File: config.mk
export PLATFORM = sky130hd
export DESIGN_NAME = scmd_chain_reg
export DESIGN_NICKNAME = d
export VERILOG_FILES = /design/src/rtl/scmd_pkg.sv /design/src/rtl/scmd_sync.sv /design/src/rtl/scmd_edge.sv /design/src/rtl/scmd_shifter.sv /design/src/rtl/scmd_hold.sv /design/src/rtl/scmd_chain_reg.sv
export SDC_FILE = /design/constraint.sdc
export NUM_CORES = 1
export LEC_CHECK = 0
export BUFFER_PORTS_ARGS = -buffer_cell sky130_fd_sc_hd__buf_2
export CAP_MARGIN = 10
export CORE_ASPECT_RATIO = 1.4
export CORE_UTILIZATION = 53
export DETAILED_ROUTE_END_ITERATION = 6
export PLACE_DENSITY = 0.75
export SLEW_MARGIN = 10
export SYNTH_ARGS = -nofsm -noshare
export SYNTH_HDL_FRONTEND = slang
export SYNTH_SLANG_ARGS = --single-unit
File: constraint.sdc
create_clock -name clk -period 1.7 [get_ports clk]
set_clock_uncertainty 0.1 [all_clocks]
set_input_delay 0.255 -clock clk [delete_from_list [all_inputs] [get_ports clk]]
set_output_delay 0.255 -clock clk [all_outputs]
set_load 0.02 [all_outputs]
File: src/rtl/scmd_pkg.sv
package scmd_pkg;

    // Positions of the asynchronous inputs inside the synchronizer bundle
    localparam int SIG_SCLK  = 0;
    localparam int SIG_SDI   = 1;
    localparam int SIG_FRAME = 2;
    localparam int SIG_COUNT = 3;

    // Edge events produced for one synchronized signal
    typedef struct packed {
        logic rise;
        logic fall;
    } edge_ev_t;

endpackage

File: src/rtl/scmd_sync.sv
module scmd_sync #(
    parameter int WIDTH  = 3,
    parameter int STAGES = 2
) (
    input  logic             clk,
    input  logic             rst_n,
    input  logic [WIDTH-1:0] async_i,
    output logic [WIDTH-1:0] sync_o
);

    logic [WIDTH-1:0] stage_q [STAGES];
    logic [WIDTH-1:0] stage_d [STAGES];

    genvar s;
    generate
        for (s = 0; s < STAGES; s++) begin : g_stage
            if (s == 0) begin : g_first
                always_comb stage_d[s] = async_i;
            end else begin : g_next
                always_comb stage_d[s] = stage_q[s-1];
            end

            always_ff @(posedge clk or negedge rst_n) begin
                if (!rst_n) begin
                    stage_q[s] <= '0;
                end else begin
                    stage_q[s] <= stage_d[s];
                end
            end
        end
    endgenerate

    assign sync_o = stage_q[STAGES-1];

endmodule

File: src/rtl/scmd_edge.sv
module scmd_edge
    import scmd_pkg::*;
#(
    parameter int WIDTH = 3
) (
    input  logic                 clk,
    input  logic                 rst_n,
    input  logic [WIDTH-1:0]     lvl_i,
    output edge_ev_t [WIDTH-1:0] ev_o
);

    logic [WIDTH-1:0] prev_d, prev_q;

    always_comb prev_d = lvl_i;

    always_ff @(posedge clk or negedge rst_n) begin
        if (!rst_n) begin
            prev_q <= '0;
        end else begin
            prev_q <= prev_d;
        end
    end

    genvar b;
    generate
        for (b = 0; b < WIDTH; b++) begin : g_bit
            assign ev_o[b].rise = lvl_i[b] & ~prev_q[b];
            assign ev_o[b].fall = ~lvl_i[b] & prev_q[b];
        end
    endgenerate

endmodule

File: src/rtl/scmd_shifter.sv
module scmd_shifter #(
    parameter int W = 10
) (
    input  logic         clk,
    input  logic         rst_n,
    input  logic         frame_i,
    input  logic         frame_rise_i,
    input  logic         sclk_rise_i,
    input  logic         sclk_fall_i,
    input  logic         sdi_i,
    output logic [W-1:0] word_o,
    output logic         sdo_o
);

    typedef struct packed {
        logic [W-1:0] sr;
        logic         so;
    } sh_state_t;

    sh_state_t d, q;

    always_comb begin
        d = q;
        if (frame_i && sclk_rise_i) begin
            d.sr = {q.sr[W-2:0], sdi_i};
        end
        if (frame_rise_i || (frame_i && sclk_fall_i)) begin
            d.so = q.sr[W-1];
        end
    end

    always_ff @(posedge clk or negedge rst_n) begin
        if (!rst_n) begin
            q <= '0;
        end else begin
            q <= d;
        end
    end

    assign word_o = q.sr;
    assign sdo_o  = q.so;

    AST_SHIFT_IDLE: assert property (@(posedge clk) disable iff (!rst_n)
        !frame_i |=> $stable(q.sr));

    AST_SHIFT_STEP: assert property (@(posedge clk) disable iff (!rst_n)
        (frame_i && sclk_rise_i) |=> (q.sr[0] == $past(sdi_i)));

    AST_SDO_QUIET: assert property (@(posedge clk) disable iff (!rst_n)
        (!frame_rise_i && !(frame_i && sclk_fall_i)) |=> $stable(q.so));

endmodule

File: src/rtl/scmd_hold.sv
module scmd_hold #(
    parameter int W = 10
) (
    input  logic         clk,
    input  logic         rst_n,
    input  logic         frame_fall_i,
    input  logic [W-1:0] word_i,
    output logic [W-1:0] cmd_o,
    output logic         upd_o
);

    typedef struct packed {
        logic [W-1:0] cmd;
        logic         stb;
    } hold_state_t;

    hold_state_t d, q;

    always_comb begin
        d     = q;
        d.stb = frame_fall_i;
        if (frame_fall_i) begin
            d.cmd = word_i;
        end
    end

    always_ff @(posedge clk or negedge rst_n) begin
        if (!rst_n) begin
            q <= '0;
        end else begin
            q <= d;
        end
    end

    assign cmd_o = q.cmd;
    assign upd_o = q.stb;

    AST_STROBE_SINGLE: assert property (@(posedge clk) disable iff (!rst_n)
        q.stb |=> !q.stb);

    AST_CMD_HOLD: assert property (@(posedge clk) disable iff (!rst_n)
        !frame_fall_i |=> $stable(q.cmd));

endmodule

File: src/rtl/scmd_chain_reg.sv
module scmd_chain_reg
    import scmd_pkg::*;
#(
    parameter int CMD_W       = 10,
    parameter int SYNC_STAGES = 2
) (
    input  logic             clk,
    input  logic             por_n,
    input  logic             sclk_i,
    input  logic             sdi_i,
    input  logic             frame_i,
    output logic             sdo_o,
    output logic [CMD_W-1:0] cmd_o,
    output logic             upd_o
);

    logic [SIG_COUNT-1:0]     raw_bus, sync_bus;
    edge_ev_t [SIG_COUNT-1:0] ev;
    logic [CMD_W-1:0]         shift_word;

    assign raw_bus[SIG_SCLK]  = sclk_i;
    assign raw_bus[SIG_SDI]   = sdi_i;
    assign raw_bus[SIG_FRAME] = frame_i;

    scmd_sync #(
        .WIDTH  (SIG_COUNT),
        .STAGES (SYNC_STAGES)
    ) sync_u (
        .clk     (clk),
        .rst_n   (por_n),
        .async_i (raw_bus),
        .sync_o  (sync_bus)
    );

    scmd_edge #(
        .WIDTH (SIG_COUNT)
    ) edge_u (
        .clk   (clk),
        .rst_n (por_n),
        .lvl_i (sync_bus),
        .ev_o  (ev)
    );

    scmd_shifter #(
        .W (CMD_W)
    ) shift_u (
        .clk          (clk),
        .rst_n        (por_n),
        .frame_i      (sync_bus[SIG_FRAME]),
        .frame_rise_i (ev[SIG_FRAME].rise),
        .sclk_rise_i  (ev[SIG_SCLK].rise),
        .sclk_fall_i  (ev[SIG_SCLK].fall),
        .sdi_i        (sync_bus[SIG_SDI]),
        .word_o       (shift_word),
        .sdo_o        (sdo_o)
    );

    scmd_hold #(
        .W (CMD_W)
    ) hold_u (
        .clk          (clk),
        .rst_n        (por_n),
        .frame_fall_i (ev[SIG_FRAME].fall),
        .word_i       (shift_word),
        .cmd_o        (cmd_o),
        .upd_o        (upd_o)
    );

    AST_STROBE_MATCH: assert property (@(posedge clk) disable iff (!por_n)
        upd_o |-> (cmd_o == $past(shift_word)));

    AST_RESET_IDLE: assert property (@(posedge clk)
        !por_n |=> (cmd_o == '0 && !upd_o && !sdo_o));

endmodule

==> metrics <==
status=completed; DR top layer=met4; Tcrit/Tclk final=0.758; hold violation total from the final report=0; first-pass GRT wire length=roughly 2.3 mm; Gate Count Post-Synth=slightly below 60; pin count of the biggest net entering global routing=31; Reg2Reg Capture Point=shift_u.sdo_o; number of synthesized register bits=30; Hold Slack=approximately 0.25 ns; Worst Setup Start Kind=flip-flop; Placer Congestion=between 0.6 and 0.7; die area=2300 um2; Max Slew Vio Count=0; Synth area leaders=dfrtp_1, mux2_4, buf_6; Final min period=around 1.3 ns; clock buffer depth=2; critical-path cell list=nand2b_1, a21boi_0, mux2_2; slowest stage cell, crit path=dfrtp_1; gr usage total=0.153; Max-slew headroom=0.570; latest clock arrival within the worst-skew pair=0.31 ns; number of top-level pins=17; Psw=roughly 560 uW; Die X=between 40 and 50 um; met2 wire len=around 580 um; layout cells sized above 1=0.541; setup TNS=0 ns; CP arrival=1.39 ns; Worst Setup SP=sync_u.sync_o[0]; Die Ht=~56 um; Slew @ Worst Pin=~0.64 ns; IO Port Bufs=16; switching part of the total=0.284; number of global-route vias before repair=500; R2R Path Start=sync_u.sync_o[0]; PwrDens=about 1500 nW/um2; worst r2r path cells=3; core area=1970 um2; Initial DRC Count=4; clock slew at reported path FFs=about 0.08 ns; total grt overflow=0; top-area cell type share of the netlist area=0.670; ANT cells=0; DR WL/cell=13.3 um; Antenna Nets Post-Route=0; Max Cap Viol=0; post-layout util=0.665; Largest stage delay, worst path=0.40 ns; Synth Net Count=63; unrepaired setup endpoints after global routing=no; antenna violations before repair=0; Synth Warn #=0; critical path class=flip-flop to flip-flop; cell row count=19; HP Class=flip-flop to flip-flop; Via density=between 5 and 6; syn_area_per_cell=around 19 um2; Num Clock Sinks=30; r2r setup slk=a little over 0.4 ns; DRC=0; peak supply drop=834 uV; area leader, netlist=dfrtp_1; nature of the critical path endpoint=flip-flop; htree depth=2; leakage power=about 0.71 nW; Pint=approximately 1.4 mW; vias=540; Initial Util=0.568; Root Driver=clkbuf_4; combinational fraction of design power=0.267; sequential share of the synthesized area=0.670; library cells used by synthesis=9; worst slack, placed=between 0.4 and 0.5 ns; fmax=roughly 0.78 GHz; WL met1=just over 700 um; CTS tree=done; mapped cell area=1120 um2; router iterations before antenna repair=4; Clk pwr share=0.211; Final Worst Setup Slack=approximately 0.4 ns; Critical Path End=shift_u.sdo_o; final setup vio count=0; Inserted Clock Buffers=5; final wirelength=1.41 mm; Worst EP required=~1.8 ns; synthesis-to-layout area growth=17.1%; Crit Path Max Fanout=3; Final nets=89; share of power burned in registers=0.522; WL met3=between 80 and 90 um
sequential cells by signal, indices dropped and copies added (netlist names):
register        count
hold_u.upd_o        1
hold_u.cmd_o       10
sync_u.stage_d      3
shift_u.sdo_o       1
sync_u.sync_o       3
shift_u.word_o     10
edge_u.prev_q       2
layer usage:
layer  vias up  GRT usage
met1       265      0.226
li1        251          -
met3         6     0.0830
met2        18      0.176
met5         -          0
met4         0     0.0857
area by class of cell:
cell class / instances / area [um2]
flip-flops and latches: 30 / 751
fillers: 146 / 662
clock buffers: 7 / 55.1
well taps: 21 / 26.3
repair buffers: 21 / 128
multi-input cells: 25 / 343
clock inverters: 1 / 5.00
inverters: 1 / 3.75
cell usage in the layout, fill, tap and decap left out, drive strengths merged:
master       instances
dlygate4sd3          4
clkinv               1
a21boi               1
clkbuf               7
buf                 17
dfrtp               30
nand3b               1
nand2b               2
mux2                21
inv                  1
worst max-delay path, delay by kind of cell, from the launching register on:
family	cells	cell delay, ns
flops	1	0.40
mux	1	0.35
compound gates	1	0.19
simple gates	1	0.15
kinds of logic after synthesis:
group,synth area share
DFF,0.670
muxes,0.275
and+or+nand+nor,0.0246
buffers and inverters,0.0235
AOI/OAI and AO/OA,0.00671
power groups by stage:
stage          logic, mW  clock network [mW]  registers, mW
6_report           0.528               0.416           1.03
5_1_grt            0.566               0.476           1.06
4_1_cts            0.534               0.435           1.03
3_5_place_dp       0.527                   0           1.04
3_3_place_gp       0.521                   0           1.04
2_1_floorplan      0.282                   0           1.13
metrics by stage:
stage               power (mW)  area [um2]  cells
floorplan                 1.41        1120     58
global placement          1.56        1210     94
detailed placement        1.57        1210     94
CTS                       2.00        1310    106
global route              2.10        1310    106
finish                    1.98        1310    106
repair_timing:
action                                 in CTS  in global routing
buffers inserted                            0                  0
resized for setup                           0                  0
endpoints found under the hold margin      33                  0
hold buffers                                4                  0
Yosys cell counts:
| library cell | count |
|---|---|
| a21boi_0 | 1 |
| buf_6 | 2 |
| dfrtp_1 | 30 |
| inv_1 | 1 |
| mux2_2 | 2 |
| mux2_4 | 19 |
| nand2b_1 | 1 |
| nand2b_4 | 1 |
| nand3b_1 | 1 |
how the worst min path moves through the flow:
stage / to / from / cells past startpoint / slack, ns
finish: sync_u.sync_o[2] / sync_u.stage_d[2] / 0 / 0.25
global route: sync_u.sync_o[1] / sync_u.stage_d[1] / 0 / 0.26
CTS: sync_u.sync_o[2] / sync_u.stage_d[2] / 0 / 0.26
detailed placement: hold_u.cmd_o[9] / por_n / 1 / 0.21
global placement: hold_u.cmd_o[9] / por_n / 1 / 0.21
floorplan: edge_u.prev_q[0] / por_n / 0 / -0.14
Power figures use the tool's default switching activity.
